### config.mk
export PLATFORM = sky130hd
export DESIGN_NAME = blit_engine
export DESIGN_NICKNAME = d
export VERILOG_FILES = /design/src/rtl/blit_pkg.sv /design/src/rtl/blit_regs.sv /design/src/rtl/blit_addr_gen.sv /design/src/rtl/blit_alu.sv /design/src/rtl/blit_walker.sv /design/src/rtl/blit_engine.sv
export SDC_FILE = /design/constraint.sdc
export NUM_CORES = 1
export LEC_CHECK = 0
export CORE_MARGIN = 2
export CORE_UTILIZATION = 35
export DETAILED_ROUTE_END_ITERATION = 12
export GPL_TIMING_DRIVEN = 0
export PLACE_DENSITY = 0.6
export SETUP_SLACK_MARGIN = 0.2
export SYNTH_ARGS = -nofsm -noshare
export SYNTH_HDL_FRONTEND = slang
export SYNTH_SLANG_ARGS = --single-unit
### constraint.sdc
create_clock -name clk -period 5.95 [get_ports clk]
set_clock_uncertainty 0.1 [all_clocks]
set_input_delay 1.19 -clock clk [delete_from_list [all_inputs] [get_ports clk]]
set_output_delay 1.19 -clock clk [all_outputs]
set_load 0.01 [all_outputs]
### src/rtl/blit_pkg.sv
package blit_pkg;

  localparam int REG_AW = 7;
  localparam int NUM_FIELDS = 6;

  localparam logic [REG_AW-1:0] OFS_MODE = 7'h18;
  localparam logic [REG_AW-1:0] OFS_ROP  = 7'h1A;
  localparam logic [REG_AW-1:0] OFS_STAT = 7'h40;

  // 16-bit field indices
  localparam int F_WIDTH  = 0;
  localparam int F_HEIGHT = 1;
  localparam int F_DPITCH = 2;
  localparam int F_SPITCH = 3;
  localparam int F_DADDR  = 4;
  localparam int F_SADDR  = 5;

  // status bits
  localparam int ST_BUSY_BIT  = 0;
  localparam int ST_START_BIT = 1;
  localparam int ST_ABORT_BIT = 2;
  localparam int ST_AUTO_BIT  = 7;

  typedef enum logic [1:0] {
    WK_IDLE,
    WK_RSRC,
    WK_RDST,
    WK_WRITE
  } walk_state_t;

  // Truth table indexed by {s,d}: bit0 s0d0, bit1 s0d1, bit2 s1d0, bit3 s1d1
  typedef struct packed {
    logic       writes;
    logic [3:0] tt;
  } rop_t;

  function automatic logic [REG_AW-1:0] field_ofs(input int idx);
    case (idx)
      F_WIDTH:  field_ofs = 7'h08;
      F_HEIGHT: field_ofs = 7'h0A;
      F_DPITCH: field_ofs = 7'h0C;
      F_SPITCH: field_ofs = 7'h0E;
      F_DADDR:  field_ofs = 7'h10;
      default:  field_ofs = 7'h14;
    endcase
  endfunction

  function automatic rop_t rop_decode(input logic [7:0] code);
    rop_t r;
    r.writes = 1'b1;
    case (code)
      8'h00: r.tt = 4'b0000;
      8'h05: r.tt = 4'b1000;
      8'h09: r.tt = 4'b0100;
      8'h0B: r.tt = 4'b0101;
      8'h0D: r.tt = 4'b1100;
      8'h0E: r.tt = 4'b1111;
      8'h50: r.tt = 4'b0010;
      8'h59: r.tt = 4'b0110;
      8'h6D: r.tt = 4'b1110;
      8'h90: r.tt = 4'b0111;
      8'h95: r.tt = 4'b1001;
      8'hAD: r.tt = 4'b1101;
      8'hD0: r.tt = 4'b0011;
      8'hD6: r.tt = 4'b1011;
      8'hDA: r.tt = 4'b0001;
      default: begin
        r.tt     = 4'b1010;
        r.writes = 1'b0;
      end
    endcase
    return r;
  endfunction

endpackage

### src/rtl/blit_regs.sv
module blit_regs
  import blit_pkg::*;
#(
  parameter int ADDR_W    = 12,
  parameter int MEM_BYTES = 4096
) (
  input  logic              clk,
  input  logic              rst_n,
  input  logic              wr_en,
  input  logic [REG_AW-1:0] addr,
  input  logic [7:0]        wdata,
  input  logic              engine_busy,
  output logic [7:0]        rdata,
  output logic [15:0]       width,
  output logic [15:0]       height,
  output logic [ADDR_W-1:0] dpitch,
  output logic [ADDR_W-1:0] spitch,
  output logic [ADDR_W-1:0] daddr,
  output logic [ADDR_W-1:0] saddr,
  output logic              backward,
  output logic [7:0]        rop_code,
  output logic              start_req,
  output logic              abort_req
);

  localparam logic [REG_AW-1:0] OFS_AUTO_TRIG = field_ofs(F_SADDR) + 7'd1;

  logic [15:0] field_q [NUM_FIELDS];
  logic [7:0]  mode_q;
  logic [7:0]  rop_q;
  logic        auto_q;
  logic        start_q;
  logic        blocked;
  logic        writable;
  logic        start_hit;

  assign blocked   = engine_busy || start_q;
  assign writable  = wr_en && !blocked;
  assign abort_req = wr_en && (addr == OFS_STAT) && wdata[ST_ABORT_BIT];

  assign start_hit = writable &&
                     (((addr == OFS_STAT) && wdata[ST_START_BIT]) ||
                      (auto_q && (addr == OFS_AUTO_TRIG)));

  genvar gi;
  generate
    for (gi = 0; gi < NUM_FIELDS; gi++) begin : g_field
      always_ff @(posedge clk) begin
        if (!rst_n) begin
          field_q[gi] <= '0;
        end else if (writable) begin
          if (addr == field_ofs(gi))
            field_q[gi][7:0] <= wdata;
          else if (addr == field_ofs(gi) + 7'd1)
            field_q[gi][15:8] <= wdata;
        end
      end
    end
  endgenerate

  always_ff @(posedge clk) begin
    if (!rst_n) begin
      mode_q  <= '0;
      rop_q   <= '0;
      auto_q  <= 1'b0;
      start_q <= 1'b0;
    end else begin
      if (writable && addr == OFS_MODE) mode_q <= wdata;
      if (writable && addr == OFS_ROP)  rop_q  <= wdata;
      if (writable && addr == OFS_STAT) auto_q <= wdata[ST_AUTO_BIT];
      start_q <= start_hit && !abort_req;
    end
  end

  always_comb begin
    rdata = '0;
    for (int i = 0; i < NUM_FIELDS; i++) begin
      if (addr == field_ofs(i))         rdata = field_q[i][7:0];
      if (addr == field_ofs(i) + 7'd1)  rdata = field_q[i][15:8];
    end
    if (addr == OFS_MODE) rdata = mode_q;
    if (addr == OFS_ROP)  rdata = rop_q;
    if (addr == OFS_STAT) begin
      rdata[ST_BUSY_BIT] = engine_busy;
      rdata[ST_AUTO_BIT] = auto_q;
    end
  end

  assign width     = field_q[F_WIDTH];
  assign height    = field_q[F_HEIGHT];
  assign dpitch    = field_q[F_DPITCH][ADDR_W-1:0];
  assign spitch    = field_q[F_SPITCH][ADDR_W-1:0];
  assign daddr     = field_q[F_DADDR][ADDR_W-1:0];
  assign saddr     = field_q[F_SADDR][ADDR_W-1:0];
  assign backward  = mode_q[0];
  assign rop_code  = rop_q;
  assign start_req = start_q;

  // configuration is frozen while a run is pending or active
  a_r10_frozen_while_busy: assert property (@(posedge clk) disable iff (!rst_n)
    blocked |=> ($stable(field_q[F_WIDTH]) && $stable(field_q[F_HEIGHT]) &&
                 $stable(field_q[F_SADDR]) && $stable(field_q[F_DADDR]) &&
                 $stable(mode_q) && $stable(rop_q)));

  // abort cancels any start written with it
  a_r9_abort_cancels_start: assert property (@(posedge clk) disable iff (!rst_n)
    abort_req |=> !start_q);

endmodule

### src/rtl/blit_addr_gen.sv
module blit_addr_gen #(
  parameter int ADDR_W = 12
) (
  input  logic              clk,
  input  logic              rst_n,
  input  logic              load,
  input  logic [ADDR_W-1:0] base,
  input  logic [ADDR_W-1:0] pitch,
  input  logic              backward,
  input  logic              step_col,
  input  logic              step_row,
  output logic [ADDR_W-1:0] cur
);

  logic [ADDR_W-1:0] row_q;
  logic [ADDR_W-1:0] next_row;
  logic [ADDR_W-1:0] next_col;

  assign next_row = backward ? (row_q - pitch) : (row_q + pitch);
  assign next_col = backward ? (cur - 1'b1)    : (cur + 1'b1);

  always_ff @(posedge clk) begin
    if (!rst_n) begin
      cur   <= '0;
      row_q <= '0;
    end else if (load) begin
      cur   <= base;
      row_q <= base;
    end else if (step_row) begin
      cur   <= next_row;
      row_q <= next_row;
    end else if (step_col) begin
      cur   <= next_col;
    end
  end

endmodule

### src/rtl/blit_alu.sv
module blit_alu #(
  parameter int DATA_W = 8
) (
  input  logic [3:0]        tt,
  input  logic [DATA_W-1:0] src,
  input  logic [DATA_W-1:0] dst,
  output logic [DATA_W-1:0] result
);

  genvar gb;
  generate
    for (gb = 0; gb < DATA_W; gb++) begin : g_bit
      assign result[gb] = tt[{src[gb], dst[gb]}];
    end
  endgenerate

endmodule

### src/rtl/blit_walker.sv
module blit_walker
  import blit_pkg::*;
#(
  parameter int ADDR_W    = 12,
  parameter int MEM_BYTES = 4096,
  parameter int DATA_W    = 8
) (
  input  logic              clk,
  input  logic              rst_n,
  input  logic              start,
  input  logic              abort,
  input  logic              rop_writes,
  input  logic [15:0]       width,
  input  logic [15:0]       height,
  input  logic [ADDR_W-1:0] dpitch,
  input  logic [ADDR_W-1:0] spitch,
  input  logic [ADDR_W-1:0] daddr,
  input  logic [ADDR_W-1:0] saddr,
  input  logic              backward,
  input  logic [DATA_W-1:0] mem_rdata,
  output logic [ADDR_W-1:0] mem_addr,
  output logic              mem_re,
  output logic              mem_we,
  output logic [DATA_W-1:0] src_byte,
  output logic              busy
);

  localparam logic [16:0] SIZE_LIM = 17'(MEM_BYTES);

  walk_state_t       st_q;
  logic [15:0]       col_left;
  logic [15:0]       row_left;
  logic [15:0]       width_q;
  logic              bwd_q;
  logic              in_range;
  logic              launch;
  logic              last_col;
  logic              last_row;
  logic              step_col;
  logic              step_row;
  logic [ADDR_W-1:0] src_cur;
  logic [ADDR_W-1:0] dst_cur;

  assign in_range = ({1'b0, width} < SIZE_LIM) && ({1'b0, height} < SIZE_LIM);
  assign launch   = (st_q == WK_IDLE) && start && !abort && rop_writes && in_range;
  assign last_col = (col_left == '0);
  assign last_row = (row_left == '0);
  assign step_col = (st_q == WK_WRITE) && !abort && !last_col;
  assign step_row = (st_q == WK_WRITE) && !abort && last_col && !last_row;

  blit_addr_gen #(.ADDR_W(ADDR_W)) u_src (
    .clk(clk), .rst_n(rst_n), .load(launch), .base(saddr), .pitch(spitch),
    .backward(launch ? backward : bwd_q), .step_col(step_col),
    .step_row(step_row), .cur(src_cur)
  );

  blit_addr_gen #(.ADDR_W(ADDR_W)) u_dst (
    .clk(clk), .rst_n(rst_n), .load(launch), .base(daddr), .pitch(dpitch),
    .backward(launch ? backward : bwd_q), .step_col(step_col),
    .step_row(step_row), .cur(dst_cur)
  );

  always_ff @(posedge clk) begin
    if (!rst_n) begin
      st_q     <= WK_IDLE;
      col_left <= '0;
      row_left <= '0;
      width_q  <= '0;
      bwd_q    <= 1'b0;
      src_byte <= '0;
    end else if (abort) begin
      st_q <= WK_IDLE;
    end else begin
      case (st_q)
        WK_IDLE: if (launch) begin
          st_q     <= WK_RSRC;
          col_left <= width;
          row_left <= height;
          width_q  <= width;
          bwd_q    <= backward;
        end
        WK_RSRC: st_q <= WK_RDST;
        WK_RDST: begin
          src_byte <= mem_rdata;
          st_q     <= WK_WRITE;
        end
        default: begin
          if (!last_col) begin
            col_left <= col_left - 16'd1;
            st_q     <= WK_RSRC;
          end else if (!last_row) begin
            row_left <= row_left - 16'd1;
            col_left <= width_q;
            st_q     <= WK_RSRC;
          end else begin
            st_q <= WK_IDLE;
          end
        end
      endcase
    end
  end

  assign busy     = (st_q != WK_IDLE);
  assign mem_re   = (st_q == WK_RSRC) || (st_q == WK_RDST);
  assign mem_we   = (st_q == WK_WRITE);
  assign mem_addr = (st_q == WK_RSRC) ? src_cur : dst_cur;

  // a write targets the address read in the cycle before
  a_r8_write_same_addr: assert property (@(posedge clk) disable iff (!rst_n)
    mem_we |-> (mem_addr == $past(mem_addr)));

  // two reads precede every write
  a_r8_reads_before_write: assert property (@(posedge clk) disable iff (!rst_n)
    mem_we |-> ($past(mem_re, 1) && $past(mem_re, 2)));

  // abort while busy drops busy on the next cycle
  a_r9_abort_clears_busy: assert property (@(posedge clk) disable iff (!rst_n)
    (abort && busy) |=> !busy);

  // a run only begins for an operation that writes
  a_r5_no_run_for_nop: assert property (@(posedge clk) disable iff (!rst_n)
    $rose(busy) |-> rop_writes);

  // a run only begins when the size fits the memory
  a_r11_size_in_range: assert property (@(posedge clk) disable iff (!rst_n)
    $rose(busy) |-> in_range);

endmodule

### src/rtl/blit_engine.sv
module blit_engine
  import blit_pkg::*;
#(
  parameter  int MEM_BYTES = 4096,
  localparam int ADDR_W    = $clog2(MEM_BYTES)
) (
  input  logic              clk,
  input  logic              rst_n,
  input  logic              reg_wr_en,
  input  logic [6:0]        reg_addr,
  input  logic [7:0]        reg_wdata,
  output logic [7:0]        reg_rdata,
  output logic              busy,
  output logic [ADDR_W-1:0] mem_addr,
  output logic              mem_re,
  output logic              mem_we,
  output logic [7:0]        mem_wdata,
  input  logic [7:0]        mem_rdata
);

  logic [15:0]       width;
  logic [15:0]       height;
  logic [ADDR_W-1:0] dpitch;
  logic [ADDR_W-1:0] spitch;
  logic [ADDR_W-1:0] daddr;
  logic [ADDR_W-1:0] saddr;
  logic              backward;
  logic [7:0]        rop_code;
  logic              start_req;
  logic              abort_req;
  logic [7:0]        src_byte;
  rop_t              rop;

  assign rop = rop_decode(rop_code);

  blit_regs #(.ADDR_W(ADDR_W), .MEM_BYTES(MEM_BYTES)) u_regs (
    .clk(clk), .rst_n(rst_n), .wr_en(reg_wr_en), .addr(reg_addr),
    .wdata(reg_wdata), .engine_busy(busy), .rdata(reg_rdata),
    .width(width), .height(height), .dpitch(dpitch), .spitch(spitch),
    .daddr(daddr), .saddr(saddr), .backward(backward), .rop_code(rop_code),
    .start_req(start_req), .abort_req(abort_req)
  );

  blit_walker #(.ADDR_W(ADDR_W), .MEM_BYTES(MEM_BYTES), .DATA_W(8)) u_walk (
    .clk(clk), .rst_n(rst_n), .start(start_req), .abort(abort_req),
    .rop_writes(rop.writes), .width(width), .height(height),
    .dpitch(dpitch), .spitch(spitch), .daddr(daddr), .saddr(saddr),
    .backward(backward), .mem_rdata(mem_rdata), .mem_addr(mem_addr),
    .mem_re(mem_re), .mem_we(mem_we), .src_byte(src_byte), .busy(busy)
  );

  blit_alu #(.DATA_W(8)) u_alu (
    .tt(rop.tt), .src(src_byte), .dst(mem_rdata), .result(mem_wdata)
  );

  // no memory traffic outside a run
  a_r1_quiet_when_idle: assert property (@(posedge clk) disable iff (!rst_n)
    !busy |-> (!mem_we && !mem_re));

endmodule

# After elaboration in Yosys (flattened, before gate mapping)
# Memory sizes are Yosys's and may differ from the RTL's.
# Index checks and enable logic that the tools add are counted.
# totals
reg_bits,125
ramBits,96
in_bits,26
output_inout_bits,31
elab_cells,256
memories,1
# mem_list
name,words,word_bits,read_ports,rd_clocked_by_memory_dff,write_ports,line_no,text
u_regs.field_q,6,16,6,0,6,blit_regs.sv:28,logic [15:0] field_q [NUM_FIELDS];
# classes
n_addsub,10
n_lt_le_gt_ge,10
n_eq_ne,35
muxes,129
bitwise,15
n_reduce_logical,42
# ops
operator,n
$mux W8,26
$mux W12,15
$mux W16,6
$mux W1,68
$pmux W16 S2,2
$pmux W4 S15,1
$eq A7 B4 Y1 const B,8
$eq A8 B8 Y1 const B,6
$eq A7 B5 Y1 const B,6
$eq A8 B4 Y1 const B,4
$logic_not A16 Y1,2
$lt A16 B13 Y1 const B,2
$sub A16 B1 Y16 const B,2
$add A12 B1 Y12 const B,2
$add A12 B12 Y12,2
$eq A8 B7 Y1 const B,3
$lt A2 B3 Y1 const B,8
$sub A12 B1 Y12 const B,2
$sub A12 B12 Y12,2
$logic_and A1 B1 Y1,19
$bmux W1 S2,8
$reduce_or A15 Y1,1
$or A1 B1 Y1,12
$eq A8 B3 Y1 const B,1
20 further kinds,33

# Depth between registers and ports, before layout
# Gate-level depths: netlist of the first run.
# depth
word_depth,16
mapped_depth,23
mapped_depth_nobuf,21

# Hierarchy
# From an unflattened synthesis of the first run, not the netlist that was laid out.
# hier_totals
hier_cells,1632
area_unflattened_um2,14580.2
# modules_own_cells
module,n_inst,cells_each,area_per_inst_um2,seq_area_each_um2
blit_regs,1,541,5954.5,3243.1
blit_addr_gen,2,290,2237.1,480.5
blit_walker,1,444,3582.2,1181.1
blit_engine,1,59,389.1,0.0
blit_alu,1,8,180.2,0.0

# Worst setup path after synthesis of the first run
# OpenSTA, ideal clock, no wires.
# synth_timing
path_kind,input to register
from,input port reg_addr[0]
to,register u_walk.u_src.cur[11]
setup_time_ns,0.125
arrival_time_ns,5.690
t_required_ns,5.725
path_slack_ns,0.035
stages,20
path_buffers,3
path_cell_list,clkbuf_1 nor2_1 nand4_1 nand3_1 a31oi_1 a21oi_1 inv_1 buf_2 buf_1 nor2_1 xnor2_1 ha_1 o21ai_0 a21boi_0 o41ai_1 o21ai_0 o41ai_1 xnor2_1 o31ai_1 o41a_1
# synth_via
elab_chain_cells,12
word_cells_on_any_way,18
classes_between,eq/ne: 1; mux: 6; reduce/logical: 11
# synth_rtl
item,line_no,text
"start, declared",blit_engine.sv:10,"input logic [6:0] reg_addr,"
$eq A7 B7 Y1 (*),blit_regs.sv:39,assign abort_req = wr_en && (addr == OFS_STAT) && wdata[ST_ABORT_BIT];
$logic_and A1 B1 Y1 (*) (2 in a row),blit_regs.sv:39,
$logic_not A1 Y1 (*),"blit_walker.sv:45, blit_walker.sv:48, blit_walker.sv:49",
$logic_and A1 B1 Y1 (3 in a row),blit_walker.sv:45,assign launch = (st_q == WK_IDLE) && start && !abort && rop_writes && in_range;
$mux W1,--,
$mux W12,blit_addr_gen.sv:20,assign next_col = backward ? (cur - 1'b1) : (cur + 1'b1);
$mux W12,blit_addr_gen.sv:32,end else if (step_col) begin
$mux W12,blit_addr_gen.sv:29,end else if (step_row) begin
$mux W12,blit_addr_gen.sv:26,end else if (load) begin
"end signal, assigned",blit_addr_gen.sv:27,cur <= base;
"end signal, assigned",blit_addr_gen.sv:30,cur <= next_row;
"end signal, assigned",blit_addr_gen.sv:33,cur <= next_col;
"end, declared",blit_addr_gen.sv:12,output logic [ADDR_W-1:0] cur
# Mark *: on every way between the ends. The rest lies on a longest branch, timed or not. The select of a mux whose other input is x is not followed.
# A chain may end at the register's enable or synchronous reset.

# Worst setup path after layout of the first run
# layout_timing
from,input port reg_wr_en
to,register u_walk.u_src.cur[11]
# layout_via
elab_chain_cells,11
word_cells_on_any_way,17
classes_between,mux: 6; reduce/logical: 11
# layout_rtl
item,line_no,text
"start, declared",blit_engine.sv:9,"input logic reg_wr_en,"
$logic_and A1 B1 Y1 (*) (2 in a row),blit_regs.sv:39,
$logic_not A1 Y1 (*),"blit_walker.sv:45, blit_walker.sv:48, blit_walker.sv:49",
$logic_and A1 B1 Y1 (3 in a row),blit_walker.sv:45,
$mux W1,--,
$mux W12,blit_addr_gen.sv:20,
$mux W12,blit_addr_gen.sv:32,
$mux W12,blit_addr_gen.sv:29,
$mux W12,blit_addr_gen.sv:26,
# Marks and branches as above.

==> results.py, run 1 <==
metrics = {
    "run_status": {
        "outcome": "completed",
    },
    "setup_path": {
        "crit_type": "in2reg",
        "crit_slowest_cell": "clkdlybuf4s50_1",
        "worst-r2r-setup-slack_ps": 450,
        "r2r_start": "u_walk.st_q[1]$_SDFFE_PP0P_",
        "r2r_end": "u_walk.u_src.cur[11]$_SDFFE_PN0P_",
        "r2r_cells": 21,
        "critPathLaunchType": "primary input",
        "critPathLaunch": "reg_wr_en",
        "cp_cell_sequence": "clkdlybuf4s50_1, and2_1, nand4_1, buf_4, nand3_2, a31oi_4, a21oi_2, inv_1, buf_4, buf_8, nor2_1, xnor2_1, ha_1, o21ai_1, a21boi_1, o41ai_2, o21ai_1, o41ai_2, xnor2_1, o31ai_2, o41a_1",
        "cp_data_arrival_time_ps": 5980,
        "end_kind": "register",
        "critPathMaxFanout": 23,
        "cp.required_ps": 6260,
        "slowest_delay_ps": 500,
    },
    "power_and_ir_drop": {
        "power.leakage_nw": 5.57,
        "power.density_mw_per_mm2": 295,
        "irDropWorstVdd_uv": 221,
        "power_mw": 4.65,
    },
    "hold_path": {
        "hold_path.class": "reg2reg",
        "hp-start": "u_walk.width_q[5]$_SDFFE_PN0P_",
        "hold_depth": 2,
        "min_to": "u_walk.width_q[5]$_SDFFE_PN0P_",
    },
    "timing": {
        "period_needed_ps": 5670,
        "final.setup.worst_slack_ps": 277,
        "setup_viol": 0,
        "final-hold-violation-count": 0,
        "drv_slew": 0,
        "slew_headroom": 0.112,
        "min_period_over_period": 0.953,
        "fmax_mhz": 176,
        "rsz0062_at_grt": "no",
        "worst_pin_slew_ps": 1320,
        "setup_tns_ps": 0,
    },
    "route": {
        "route.detailed.drc": 0,
        "drt_iter0_drc": 1154,
        "wire_per_inst_um": 21.5,
        "first_pass_iters": 6,
        "vias": 12627,
        "viasPerCell": 5.80,
        "ant_nets": 0,
        "wirelength_mm": 46.7,
    },
    "placed_design": {
        "dp.cells": 2121,
        "placed_area_sq_mm": 0.0146,
        "gp_congestion": 0.916,
        "place_hpwl_mm": 34.6,
        "io_buffers": 52,
        "pre_cts_slack_ps": -2280,
    },
    "synth": {
        "yosysWarnings": 0,
        "synthArstFlopShare": 0,
        "synth_cell_type_count": 75,
        "ys_ff_latch": 221,
        "synth.area.top_cells": "edfxtp_1, dfxtp_1, a21oi_1",
        "mappedNetlistNets": 1632,
        "yosys_most_used_dff": "dfxtp_1",
        "synth_area_sq_mm": 0.0135,
        "synth-edff-count": 96,
        "syn_inst": 1558,
        "yosys-top-cells-count": "nand2_1, a21oi_1, nor2_1",
        "avgSynthCellArea_sq_um": 8.64,
        "ys_seq_area_frac": 0.400,
        "yosysTopAreaCell": "edfxtp_1",
        "yosysTopAreaCellShare": 0.214,
        "yosysMostFrequentCell": "nand2_1",
    },
    "clock_tree": {
        "path_clk_slew_ps": 60,
        "cts_tree": "done",
        "cts_root_buffer": "clkbuf_16",
        "clockBufferDepth": 3,
        "cts_buffers": 27,
        "clock-sinks": 221,
        "h-tree-depth": 1,
        "clock_latency_ps": 540,
    },
    "floorplanning": {
        "coreArea_sq_mm": 0.0378,
        "dieWidth_um": 200,
        "die-area_sq_mm": 0.0400,
        "die_h_um": 200,
        "initial_core_util": 0.357,
        "io_pins": 57,
        "rows": 71,
    },
    "finish": {
        "area_delta_synth_final_pct": 17.1,
        "drive_gt1_frac": 0.0817,
        "nets": 1719,
        "seq_area_sq_mm": 0.00539,
        "nFillCells": 3739,
        "instances_no_fill": 2176,
        "multiInputGateArea_sq_mm": 0.00772,
        "antenna_cells": 0,
        "stdcell_area_sq_mm": 0.0158,
    },
    "flow_run": {
        "max-cap-violations": 0,
    },
    "global_routing": {
        "grt_pass1_vias": 12043,
        "overflow": 0,
        "antenna_found_initial": 0,
        "grt_pass1_wl_mm": 71.5,
        "grt_max_degree": 24,
        "grt_usage": 0.227,
    },
}
[flip-flops by register name (all words and copies together) (netlist names), 12 cells and up]
| name | cells |
|---|---|
| u_walk.col_left | 16 |
| u_walk.u_dst.cur | 12 |
| u_walk.u_src.row_q | 12 |
| u_walk.row_left | 16 |
| u_walk.u_dst.row_q | 12 |
| u_walk.width_q | 16 |
| u_regs.field_q | 96 |
| u_walk.u_src.cur | 12 |
[how the worst max path moves through the flow]
stage | depth (start not counted) | to | slack [ps]
3_5_place_dp | 21 | u_walk.u_src.cur[11]$_SDFFE_PN0P_ | -2280
2_1_floorplan | 21 | u_walk.u_src.cur[11]$_SDFFE_PN0P_ | 220
3_3_place_gp | 21 | u_walk.u_src.cur[11]$_SDFFE_PN0P_ | -2220
5_1_grt | 22 | u_walk.u_src.cur[11]$_SDFFE_PN0P_ | 180
6_report | 21 | u_walk.u_src.cur[11]$_SDFFE_PN0P_ | 280
4_1_cts | 23 | u_walk.u_src.cur[11]$_SDFFE_PN0P_ | 190
[timing repair]
item / in CTS / in global routing
pin swaps: 1 / 4
hold buffers: 0 / 0
buffers inserted: 2 / 3
gates resized for setup: 26 / 24
endpoints found under the setup margin: 49 / 22
[cell type report]
cell class                      instances  area share
Buffer                                 95      0.0258
Clock buffer                           30      0.0436
Clock inverter                         19      0.0141
Inverter                               38     0.00904
Multi-Input combinational cell       1204       0.490
Sequential cell                       221       0.341
Tap cell                              511      0.0405
Timing Repair Buffer                   58      0.0359
[routing by layer]
layer / routed length (um) / part of all wire / vias to the layer above / track usage
met5: 0 / 0 / - / 0
met4: 1260 / 0.027 / 0 / 0.0698
met3: 3740 / 0.080 / 71 / 0.0223
met2: 21100 / 0.45 / 578 / 0.364
li1: - / - / 5874 / -
met1: 20600 / 0.44 / 6104 / 0.323
[cell usage in the layout (no fill, tap or decap), drive strengths merged, types with 14 or more instances in the layout]
cell type,n
a211oi,24
a21oi,153
a22oi,25
a31oi,26
and2,107
and3,17
clkbuf,118
clkdlybuf4s50,51
dfxtp,125
edfxtp,96
ha,46
inv,38
mux4,18
nand2,162
nand2b,17
nand3,60
nor2,131
nor2b,14
nor3,60
o21ai,86
xnor2,45
xor2,17
[cells by family (layout without fill, tap and decap cells)]
group,after synthesis,count (layout),share of synthesized area
simple gates,642,642,0.239
fa+ha+maj,48,48,0.0457
buf+inv,133,240,0.0373
xor+xnor,62,62,0.0403
mux,33,33,0.0425
flops,221,221,0.400
compound gates,419,419,0.195
[stage by stage]
step | hold WS [ps] | util
after floorplan | 333 | -
after global placement | 341 | 0.387
after detailed placement | 347 | 0.387
after CTS | 354 | 0.414
after global routing | 375 | 0.418
final | 353 | 0.418
[critical path: cells and delay by family]
family	cells	cell delay, ps
simple gates	4	590
xor+xnor	2	330
fa+ha+maj	1	350
compound gates	9	2230
buf+inv	5	1240
[power by group]
part / switching, mW / leakage (nW) / internal, mW / total (mW)
logic: 0.833 / 3.13 / 0.394 / 1.23
clock network: 0.675 / 0.441 / 1.04 / 1.72
registers: 0.0660 / 2.00 / 1.64 / 1.70
total: 1.57 / 5.57 / 3.07 / 4.65
No activity file was read; power rests on OpenSTA's default activity.
==> inputs of run 2 (changes only) <==
CORE_ASPECT_RATIO = 0.9   (was unset)
PLACE_DENSITY = unset   (was 0.6)
==> results.py, run 2 (synthesized netlist as in run 1, its figures left out) <==
metrics = {
    "clock_tree": {
        "h-tree-depth": 1,
        "cts_hold_buf": 0,
        "cts_buffers": 26,
        "clock-sinks": 221,
        "clock_latency_ps": 570,
        "clockBufferDepth": 3,
        "path_clk_slew_ps": 60,
        "cts_tree": "done",
        "cts_root_buffer": "clkbuf_16",
    },
    "power_and_ir_drop": {
        "power_mw": 4.50,
        "power.density_mw_per_mm2": 288,
        "irDropWorstVdd_uv": 185,
        "power.leakage_nw": 5.55,
    },
    "run_status": {
        "outcome": "completed",
    },
    "placed_design": {
        "placed_area_sq_mm": 0.0146,
        "gp_congestion": 0.937,
        "place_hpwl_mm": 35.2,
        "pre_cts_slack_ps": -2230,
        "io_buffers": 52,
        "dp.cells": 2102,
    },
    "finish": {
        "nets": 1718,
        "antenna_cells": 0,
        "instances_no_fill": 2154,
        "largest_reg_flops": 96,
        "stdcell_area_sq_mm": 0.0156,
        "nFillCells": 3839,
        "fin_util": 0.410,
        "multiInputGateArea_sq_mm": 0.00770,
        "mostFrequentLayoutCells": "nand2_1, a21oi_1, nor2_1, dfxtp_1, and2_1",
        "area_delta_synth_final_pct": 16.2,
        "seq_area_sq_mm": 0.00539,
        "final_common_cell": "nand2_1",
        "drive_gt1_frac": 0.0775,
        "regMostFlops": "u_regs.field_q",
    },
    "route": {
        "wirelength_mm": 47.7,
        "vias": 12659,
        "drt_iter0_drc": 1553,
        "route.detailed.drc": 0,
        "ant_nets": 0,
        "viasPerCell": 5.88,
        "wire_per_inst_um": 22.1,
        "first_pass_iters": 5,
    },
    "timing": {
        "worst_pin_slew_ps": 1370,
        "setup_tns_ps": 0,
        "rsz0062_at_grt": "no",
        "hold_slack_ps": 356,
        "fmax_mhz": 178,
        "drv_slew": 0,
        "final-hold-violation-count": 0,
        "final.setup.worst_slack_ps": 336,
        "setup_viol": 0,
        "slew_headroom": 0.0793,
        "min_period_over_period": 0.944,
        "period_needed_ps": 5610,
    },
    "global_routing": {
        "antenna_found_initial": 0,
        "grt_max_degree": 24,
        "grt_usage": 0.234,
        "grt_pass1_wl_mm": 72.1,
        "grt_pass1_vias": 11837,
        "overflow": 0,
    },
    "hold_path": {
        "hold_path.class": "reg2reg",
    },
    "flow_run": {
        "max-cap-violations": 0,
    },
    "floorplanning": {
        "initial_core_util": 0.353,
        "die-area_sq_mm": 0.0400,
        "die_h_um": 190,
        "io_pins": 57,
        "dieWidth_um": 211,
        "coreArea_sq_mm": 0.0381,
        "rows": 68,
    },
    "setup_path": {
        "critPathMaxFanout": 10,
        "cp_data_arrival_time_ps": 4320,
        "end_kind": "output pin",
        "cp.required_ps": 4660,
        "crit_type": "in2out",
        "crit_slowest_cell": "clkdlybuf4s50_1",
        "slowest_delay_ps": 560,
        "cp_cell_sequence": "clkdlybuf4s50_1, clkbuf_1, and3_1, clkbuf_1, a22oi_1, a31oi_1, a221oi_1, a21oi_1, a221o_1, clkdlybuf4s50_1",
        "critPathLaunchType": "primary input",
    },
}
-- run 2: worst paths after layout --
kind	start	end	slack, ps	cells after the start
setup / recovery	reg_addr[3]	reg_rdata[7]	340	10
hold / removal	u_walk.width_q[5]$_SDFFE_PN0P_	u_walk.width_q[5]$_SDFFE_PN0P_	360	2
setup reg to reg	u_regs.rop_code[6]$_SDFFE_PN0P_	u_walk.u_src.cur[10]$_SDFFE_PN0P_	530	22
hold reg to reg	u_walk.width_q[5]$_SDFFE_PN0P_	u_walk.width_q[5]$_SDFFE_PN0P_	360	2
-- run 2: cell type report --
class | instances | area share
Buffer | 95 | 0.0264
Multi-Input combinational cell | 1204 | 0.493
Clock inverter | 12 | 0.00608
Clock buffer | 36 | 0.0453
Timing Repair Buffer | 58 | 0.0368
Inverter | 38 | 0.00912
Sequential cell | 221 | 0.344
Tap cell | 490 | 0.0392
-- run 2: report_power, final --
part | internal [mW] | switching (mW)
registers | 1.64 | 0.0658
clock network | 0.875 | 0.704
logic | 0.393 | 0.827
-- run 2: critical path, delay by kind of cell --
| family | cells | cell delay (ps) |
|---|---|---|
| AO/OA/AOI/OAI | 5 | 950 |
| AND/OR/NAND/NOR | 1 | 230 |
| buffers and inverters | 4 | 1960 |
-- run 2: timing repair --
action	in CTS	in global routing
pin swaps	1	6
gates resized for setup	24	29
gates cloned	0	0
setup endpoints to repair	49	21
setup buffers	3	1
-- run 2: routing by layer --
layer  vias up  routed length, um  track usage
li1       5875                  -            -
met1      6136              21700        0.348
met2       583              21000        0.366
met3        65               4160       0.0324
met4         0                745       0.0382
met5         -                  0            0
